## src/rtl/hbuf_pkg.sv

```systemverilog
// Package: shared decision type for the bypassable hold buffer.
// Assumes: nothing; pure type definitions.
package hbuf_pkg;

    // Outcome of an offered tag in the current cycle.
    typedef enum logic [1:0] {
        DEC_NONE   = 2'd0,
        DEC_SKIP   = 2'd1,
        DEC_HOLD   = 2'd2,
        DEC_REFUSE = 2'd3
    } hbuf_dec_e;

endpackage

```

## src/rtl/hbuf_select.sv

```systemverilog
// Module: hbuf_select
// Works out, for each stored slot, whether it dies this cycle: first by
// squash, then by delete-by-tag (oldest surviving match only), then by pop
// (oldest surviving entry). Produces the keep mask for compaction.
// Assumes: entries occupy slots 0..cnt-1 contiguously, slot 0 is oldest.
module hbuf_select #(
    parameter int DEPTH = 4,
    parameter int TID_W = 2,
    parameter int SEQ_W = 16,
    localparam int ENT_W = TID_W + SEQ_W,
    localparam int CNT_W = $clog2(DEPTH + 1)
) (
    input  logic             clk,
    input  logic             rst_n,
    input  logic [ENT_W-1:0] ents [DEPTH],
    input  logic [CNT_W-1:0] cnt,
    input  logic             sq_valid,
    input  logic [TID_W-1:0] sq_tid,
    input  logic [SEQ_W-1:0] sq_seq,
    input  logic             rm_valid,
    input  logic [TID_W-1:0] rm_tid,
    input  logic [SEQ_W-1:0] rm_seq,
    input  logic             pop_req,
    output logic [DEPTH-1:0] kill,
    output logic             rm_none,
    output logic [DEPTH-1:0] keep
);

    logic [DEPTH-1:0] occ;
    logic [DEPTH-1:0] rm_cand;
    logic [DEPTH-1:0] rm_hit;
    logic [DEPTH-1:0] alive;
    logic [DEPTH-1:0] pop_hit;

    // Per-slot occupancy, squash victim and delete candidate.
    for (genvar g = 0; g < DEPTH; g++) begin : g_slot
        logic [TID_W-1:0] e_tid;
        logic [SEQ_W-1:0] e_seq;
        assign e_tid      = ents[g][ENT_W-1:SEQ_W];
        assign e_seq      = ents[g][SEQ_W-1:0];
        assign occ[g]     = (CNT_W'(g) < cnt);
        assign kill[g]    = occ[g] && sq_valid && (e_tid == sq_tid) && (e_seq > sq_seq);
        assign rm_cand[g] = occ[g] && !kill[g] && rm_valid &&
                            (e_tid == rm_tid) && (e_seq == rm_seq);
    end

    // Oldest matching candidate wins the delete.
    always_comb begin
        logic found;
        found = 1'b0;
        for (int i = 0; i < DEPTH; i++) begin
            rm_hit[i] = rm_cand[i] && !found;
            found     = found || rm_cand[i];
        end
        rm_none = rm_valid && !found;
    end

    assign alive = occ & ~kill & ~rm_hit;

    // Pop takes the oldest entry still alive after squash and delete.
    always_comb begin
        logic found;
        found = 1'b0;
        for (int i = 0; i < DEPTH; i++) begin
            pop_hit[i] = pop_req && alive[i] && !found;
            found      = found || alive[i];
        end
    end

    assign keep = alive & ~pop_hit;

    AST_RM_SINGLE: assert property (@(posedge clk) disable iff (!rst_n)
        $onehot0(rm_hit));

    AST_RM_NOT_SQUASHED: assert property (@(posedge clk) disable iff (!rst_n)
        (rm_hit & kill) == '0);

endmodule

```

## src/rtl/hbuf_compact.sv

```systemverilog
// Module: hbuf_compact
// Closes the gaps left by deleted entries, keeping age order, and appends
// an accepted tag behind the survivors.
// Assumes: ins_en is only raised when fewer than DEPTH entries survive.
module hbuf_compact #(
    parameter int DEPTH = 4,
    parameter int ENT_W = 18,
    localparam int CNT_W = $clog2(DEPTH + 1)
) (
    input  logic [ENT_W-1:0] ents     [DEPTH],
    input  logic [DEPTH-1:0] keep,
    input  logic             ins_en,
    input  logic [ENT_W-1:0] ins_ent,
    output logic [CNT_W-1:0] kept_cnt,
    output logic [ENT_W-1:0] nxt_ents [DEPTH],
    output logic [CNT_W-1:0] nxt_cnt
);

    // Number of entries that survive this cycle.
    always_comb begin
        kept_cnt = CNT_W'($countones(keep));
    end

    // Pack survivors toward slot 0, then place the new tag at the tail.
    always_comb begin
        int k;
        k = 0;
        for (int j = 0; j < DEPTH; j++) begin
            nxt_ents[j] = '0;
        end
        for (int i = 0; i < DEPTH; i++) begin
            if (keep[i]) begin
                nxt_ents[k] = ents[i];
                k = k + 1;
            end
        end
        if (ins_en && (k < DEPTH)) begin
            nxt_ents[k] = ins_ent;
        end
        nxt_cnt = kept_cnt + CNT_W'(ins_en);
    end

endmodule

```

## src/rtl/hbuf_decide.sv

```systemverilog
// Module: hbuf_decide
// Judges an offered tag (skip, hold or refuse) against the post-removal
// occupancy and downstream status, and counts skipped tags.
// Assumes: kept_cnt already reflects this cycle's squash, delete and pop.
module hbuf_decide #(
    parameter int DEPTH  = 4,
    parameter int TID_W  = 2,
    parameter int BCNT_W = 16,
    localparam int CNT_W   = $clog2(DEPTH + 1),
    localparam int THREADS = 1 << TID_W
) (
    input  logic                clk,
    input  logic                rst_n,
    input  logic                in_valid,
    input  logic [TID_W-1:0]    in_tid,
    input  logic [THREADS-1:0]  dn_blocked,
    input  logic                dn_has_room,
    input  logic [CNT_W-1:0]    kept_cnt,
    output hbuf_pkg::hbuf_dec_e dec,
    output logic [BCNT_W-1:0]   skip_cnt
);
    import hbuf_pkg::*;

    logic can_skip;
    logic has_space;

    // Decision for the offered tag.
    always_comb begin
        can_skip  = (kept_cnt == '0) && !dn_blocked[in_tid] && dn_has_room;
        has_space = (kept_cnt < CNT_W'(DEPTH));
        if (!in_valid)      dec = DEC_NONE;
        else if (can_skip)  dec = DEC_SKIP;
        else if (has_space) dec = DEC_HOLD;
        else                dec = DEC_REFUSE;
    end

    // Running count of skipped tags.
    always_ff @(posedge clk) begin
        if (!rst_n)              skip_cnt <= '0;
        else if (dec == DEC_SKIP) skip_cnt <= skip_cnt + 1'b1;
    end

    AST_SKIP_COUNTED: assert property (@(posedge clk) disable iff (!rst_n)
        (dec == DEC_SKIP) |=> (skip_cnt == $past(skip_cnt) + 1'b1));

    AST_NO_SKIP_BLOCKED: assert property (@(posedge clk) disable iff (!rst_n)
        (in_valid && dn_blocked[in_tid]) |-> (dec != DEC_SKIP));

endmodule

```

## src/rtl/bypass_hold_buffer.sv

```systemverilog
// Module: bypass_hold_buffer (top)
// Pipeline hold buffer that lets a tag skip one stage when the store is
// empty and the downstream stage accepts, otherwise stores it oldest-first.
// Supports pop, delete-by-tag and thread-selective squash of younger tags.
// Assumes: sequence numbers compare as plain unsigned values (no wrap).
module bypass_hold_buffer #(
    parameter int DEPTH  = 4,
    parameter int TID_W  = 2,
    parameter int SEQ_W  = 16,
    parameter int BCNT_W = 16,
    localparam int ENT_W   = TID_W + SEQ_W,
    localparam int CNT_W   = $clog2(DEPTH + 1),
    localparam int THREADS = 1 << TID_W
) (
    input  logic               clk,
    input  logic               rst_n,
    input  logic               in_valid,
    input  logic [TID_W-1:0]   in_tid,
    input  logic [SEQ_W-1:0]   in_seq,
    input  logic [THREADS-1:0] dn_blocked,
    input  logic               dn_has_room,
    output logic               skip_go,
    output logic               hold_go,
    output logic               hold_refused,
    input  logic               rm_valid,
    input  logic [TID_W-1:0]   rm_tid,
    input  logic [SEQ_W-1:0]   rm_seq,
    output logic               rm_miss,
    output logic               head_valid,
    output logic [TID_W-1:0]   head_tid,
    output logic [SEQ_W-1:0]   head_seq,
    input  logic               pop_req,
    input  logic               sq_valid,
    input  logic [TID_W-1:0]   sq_tid,
    input  logic [SEQ_W-1:0]   sq_seq,
    output logic [DEPTH-1:0]   sq_kill,
    output logic [CNT_W-1:0]   occupancy,
    output logic [BCNT_W-1:0]  bypass_total
);
    import hbuf_pkg::*;

    logic [ENT_W-1:0] ents_q   [DEPTH];
    logic [ENT_W-1:0] nxt_ents [DEPTH];
    logic [CNT_W-1:0] cnt_q;
    logic [CNT_W-1:0] nxt_cnt;
    logic [CNT_W-1:0] kept_cnt;
    logic [DEPTH-1:0] keep;
    logic             rm_none;
    logic             rm_miss_q;
    hbuf_dec_e        dec;

    hbuf_select #(.DEPTH(DEPTH), .TID_W(TID_W), .SEQ_W(SEQ_W)) u_select (
        .clk      (clk),
        .rst_n    (rst_n),
        .ents     (ents_q),
        .cnt      (cnt_q),
        .sq_valid (sq_valid),
        .sq_tid   (sq_tid),
        .sq_seq   (sq_seq),
        .rm_valid (rm_valid),
        .rm_tid   (rm_tid),
        .rm_seq   (rm_seq),
        .pop_req  (pop_req),
        .kill     (sq_kill),
        .rm_none  (rm_none),
        .keep     (keep)
    );

    hbuf_decide #(.DEPTH(DEPTH), .TID_W(TID_W), .BCNT_W(BCNT_W)) u_decide (
        .clk         (clk),
        .rst_n       (rst_n),
        .in_valid    (in_valid),
        .in_tid      (in_tid),
        .dn_blocked  (dn_blocked),
        .dn_has_room (dn_has_room),
        .kept_cnt    (kept_cnt),
        .dec         (dec),
        .skip_cnt    (bypass_total)
    );

    hbuf_compact #(.DEPTH(DEPTH), .ENT_W(ENT_W)) u_compact (
        .ents     (ents_q),
        .keep     (keep),
        .ins_en   (dec == DEC_HOLD),
        .ins_ent  ({in_tid, in_seq}),
        .kept_cnt (kept_cnt),
        .nxt_ents (nxt_ents),
        .nxt_cnt  (nxt_cnt)
    );

    // Store update: empty on reset, otherwise take the compacted image.
    always_ff @(posedge clk) begin
        if (!rst_n) begin
            cnt_q <= '0;
            for (int i = 0; i < DEPTH; i++) ents_q[i] <= '0;
        end else begin
            cnt_q  <= nxt_cnt;
            ents_q <= nxt_ents;
        end
    end

    // One-cycle flag for a delete request that found nothing.
    always_ff @(posedge clk) begin
        if (!rst_n) rm_miss_q <= 1'b0;
        else        rm_miss_q <= rm_none;
    end

    assign skip_go      = (dec == DEC_SKIP);
    assign hold_go      = (dec == DEC_HOLD);
    assign hold_refused = (dec == DEC_REFUSE);
    assign rm_miss      = rm_miss_q;
    assign head_valid   = (cnt_q != '0);
    assign head_tid     = ents_q[0][ENT_W-1:SEQ_W];
    assign head_seq     = ents_q[0][SEQ_W-1:0];
    assign occupancy    = cnt_q;

    AST_OCC_BOUND: assert property (@(posedge clk) disable iff (!rst_n)
        occupancy <= CNT_W'(DEPTH));

    AST_HOLD_GROWS: assert property (@(posedge clk) disable iff (!rst_n)
        (hold_go && !sq_valid && !rm_valid && !pop_req)
        |=> (occupancy == $past(occupancy) + 1'b1));

    AST_REFUSE_KEEPS: assert property (@(posedge clk) disable iff (!rst_n)
        (hold_refused && !sq_valid && !rm_valid && !pop_req)
        |=> (occupancy == $past(occupancy)));

    AST_MISS_AFTER_REQ: assert property (@(posedge clk) disable iff (!rst_n)
        rm_miss |-> $past(rm_valid));

    AST_POP_EMPTY_NOP: assert property (@(posedge clk) disable iff (!rst_n)
        (pop_req && occupancy == '0 && !in_valid) |=> (occupancy == '0));

    AST_SKIP_LEAVES_EMPTY: assert property (@(posedge clk) disable iff (!rst_n)
        skip_go |=> !head_valid);

endmodule

```

## config.mk

```make
export PLATFORM = sky130hd
export DESIGN_NAME = bypass_hold_buffer
export DESIGN_NICKNAME = d
export VERILOG_FILES = /design/src/rtl/hbuf_pkg.sv /design/src/rtl/hbuf_select.sv /design/src/rtl/hbuf_compact.sv /design/src/rtl/hbuf_decide.sv /design/src/rtl/bypass_hold_buffer.sv
export SDC_FILE = /design/constraint.sdc
export NUM_CORES = 1
export LEC_CHECK = 0
export BUFFER_PORTS_ARGS = -buffer_cell sky130_fd_sc_hd__buf_2
export CAP_MARGIN = 25
export CORE_AREA = 2 2 122 124
export DETAILED_ROUTE_END_ITERATION = 12
export DIE_AREA = 0 0 124 126
export PLACE_DENSITY = 0.84
export SYNTH_ARGS = -nofsm -noshare
export SYNTH_HDL_FRONTEND = slang
export SYNTH_SLANG_ARGS = --single-unit
```

## constraint.sdc

```tcl
create_clock -name clk -period 8.1 [get_ports clk]
set_input_delay 0.81 -clock clk [delete_from_list [all_inputs] [get_ports clk]]
set_output_delay 0.81 -clock clk [all_outputs]
set_load 0.03 [all_outputs]
```

==> flow_summary_export.csv <==
group,metric,value,unit
status,outcome,"complete, no violations",
power_and_ir_drop,p_clk_frac,0.156,
logic_synthesis,yosys_warnings,0,
critical_path,path_cells,"buf_2 -> inv_1 -> ha_1 -> nand4_1 -> nor2_1 -> or3_1 -> a2111oi_2 -> o21a_1 -> o21ai_0 -> nor2_1 -> buf_4 -> ha_1 -> nand2_1 -> nor3_4 -> buf_4 -> inv_2 -> ha_1 -> inv_1 -> a2111oi_2 -> a22oi_2 -> or3_1 -> a31oi_1",
critical_path,max_stage_delay,0.74,ns
logic_synthesis,syn_inst,1010,
power_and_ir_drop,switchingPower,0.00133,W
logic_synthesis,synth_top_cell_by_area,"dfxtp_1",
power_and_ir_drop,power_frac_comb,0.563,
logic_synthesis,netlist_top_cells_area,"dfxtp_1 22%, ha_1 11%, xnor2_1 5.9%, mux2i_1 4.4%, a211o_1 4.1%",
cts,cts_resized,0,
grt,overflow,0,
cts,clk_path_buf_depth,2,
sta,period_needed,6.83,ns
route,antenna_left,0,
logic_synthesis,synth_commonest_cells,"92 x dfxtp_1, 76 x ha_1, 66 x nand2_1",
cts,cts_buffers,9,
sta,finClkSkew,0.00749,ns
logic_synthesis,synth-seq-cells,92,
logic_synthesis,async_reset_ff_frac,0,
route,drtIter0Drc,1038,
sta,finalMaxSlewViolations,0,
cells_and_area,synthToLayoutAreaGrowth,8.41,%
grt,grt_start_max_net_pins,76,
power_and_ir_drop,power_density,280,mW/mm^2
grt,antenna_found_initial,0,
critical_path,critPathSlowestCell,"a22oi_2",
grt,grt_pass1_wl,43900,um
critical_path,startpoint_type,"input port",
logic_synthesis,synth.most_common_cell,"dfxtp_1",
logic_synthesis,syn-cell-area,0.00838,mm^2
logic_synthesis,synth_ff_type,"dfxtp_1",
route,vias_per_cell,6.83,
power_and_ir_drop,finalPower,0.00254,W
grt,grt_use_total,0.363,
cells_and_area,fin_nets,1195,
logic_synthesis,synth-edff-count,0,
cts,ctsRootBufferMaster,"clkbuf_16",
power_and_ir_drop,vdd_drop_max,0.181,mV
cts,cts_hold_buf,0,
sta,setup-violations-final,0,
power_and_ir_drop,p_int,0.00122,W
route,wirelength,28000,um
cells_and_area,final-seq-area,0.00184,mm^2
cells_and_area,drive_above_1_share,0.160,
cts,cts_tree,"built",
die,core_area,0.0143,mm^2
power_and_ir_drop,leakage,3.67,nW
power_and_ir_drop,seqPwrFrac,0.281,
route,drc,0,
die,fp.dieArea,0.0156,mm^2
logic_synthesis,syn_avg_cell_area,8.29,um^2
power_and_ir_drop,netSwitchingFraction,0.521,
placement,place.gp.congestion,0.997,
logic_synthesis,synth_top_cell_area_share,0.220,
placement,dp_hpwl,21800,um
cts,path_clk_slew,0.07,ns
critical_path,cp_max_fo,23,
logic_synthesis,synth_seq_area_share,0.220,
critical_path,path_class,"input port to register",
critical_path,crit_family,"simple AND/OR/NAND/NOR gates",
die,start_util,0.585,
cells_and_area,n_fill_cell,1320,
sta,max_freq,0.146,GHz
die,row_count,44,
min_path,hold_path_class,"register to register",
sta,fin_tns_setup,0,ns
route,routed-via-count,8477,
sta,final_min_period_over_clock_period,0.843,
critical_path,cp.required,8.29,ns
logic_synthesis,ys_types,66,
cells_and_area,diodes,0,
critical_path,crit_top_cell,"ha_1",
cts,clk_latency,0.35,ns
grt,grt_pass1_vias,8019,
sta,finalHoldViolCount,0,
critical_path,crit_cells,22,
sta,rsz0062_at_grt,"no",
min_path,worstHoldPathCells,2,
route,wl_per_cell,22.5,um
placement,port_buffers,110,
cts,post-cts-setup-buffers,0,
critical_path,cp-end-kind,"register",
cts,cts_max_level,3,
run,drv_cap,0,
route,first_pass_iters,6,
sta,relSlewSlack,0.348,
critical_path,cp_data_arrival_time,7.02,ns
cts,cts.sinks,92,
sta,tightest_slew,0.979,ns
die,top_level_ports,111,
die,fp.dieH,126,um
die,die_w,124,um
critical_path,r2r_cells,19,
logic_synthesis,synth_fp_nets,1152,
critical_path,path_buf_inv,6,
cells_and_area,multi_input_area,0.00594,mm^2
==> worst reg2reg max path, delay by kind of cell, from the launching register on <==
| family | cells | cell delay (ns) |
|---|---|---|
| compound gates | 7 | 2.92 |
| simple gates | 6 | 1.73 |
| fa+ha+maj | 4 | 1.23 |
| flops | 1 | 0.52 |
| buf+inv | 2 | 0.15 |
==> area by class of cell <==
class,instances,share of cell area
multi-input cells,790,0.654
flip-flops and latches,92,0.203
repair buffers,122,0.0710
clock buffers,11,0.0267
well taps,184,0.0254
inverters,38,0.0157
clock inverters,5,0.00413
==> sequential cells by signal, indices dropped and copies added (netlist names) <==
signal / flops
u_decide.skip_cnt: 16
occupancy: 3
head_tid: 2
head_seq: 16
rm_miss: 1
ents_q: 54
==> through the flow <==
step / hold WS [ns] / setup WS, ns / instances / cell area, um^2 / util
final: 0.519 / 1.27 / 1242 / 9080 / 0.634
after global routing: 0.546 / 0.844 / 1242 / 9080 / 0.634
after detailed placement: 0.506 / 1.08 / 1226 / 8800 / 0.615
after CTS: 0.523 / 1.42 / 1242 / 9080 / 0.634
after floorplan: 0.510 / 1.16 / 1010 / 8380 / -
after global placement: 0.484 / 1.15 / 1225 / 8790 / 0.614
==> cell usage in the layout, fill, tap and decap left out, drive strengths merged, types with 37 or more instances in the layout <==
cell,instances
a211o,40
a31oi,53
buf,122
dfxtp,92
ha,76
inv,37
mux2i,37
nand2,66
nand4,51
nor2,59
xnor2,56
xor2,39
==> cells by family after synthesis <==
logic type	synth area share
AO/OA/AOI/OAI	0.254
flip-flops	0.220
multiplexers	0.0469
adder cells (fa/ha/maj)	0.116
buffers and inverters	0.0712
XOR/XNOR	0.0993
AND/OR/NAND/NOR	0.193
==> power by group through the flow <==
| stage | sequential [W] | clock [W] | combinational [W] |
|---|---|---|---|
| 3_3_place_gp | 0.000715 | 0 | 0.00133 |
| 2_1_floorplan | 0.000649 | 0 | 0.00108 |
| 3_5_place_dp | 0.000717 | 0 | 0.00138 |
| 5_1_grt | 0.000719 | 0.000416 | 0.00156 |
| 6_report | 0.000715 | 0.000397 | 0.00143 |
| 4_1_cts | 0.000707 | 0.000399 | 0.00138 |
==> metal layers <==
metal,global-route usage,vias up,part of all wire,routed length [um]
li1,-,3895,-,-
met1,0.482,3952,0.40,11300
met2,0.561,524,0.45,12500
met3,0.0987,106,0.11,3010
met4,0.137,0,0.042,1190
met5,0,-,0,0
==> worst paths after layout <==
check,startpoint,to,slack [ns]
setup reg to reg,ents_q[18],ents_q[25],1.45
hold reg to reg,u_decide.skip_cnt[15],u_decide.skip_cnt[15],0.52
hold / removal,u_decide.skip_cnt[15],u_decide.skip_cnt[15],0.52
setup / recovery,sq_seq[14],head_seq[9],1.27
(Power assumes the default switching activity.)
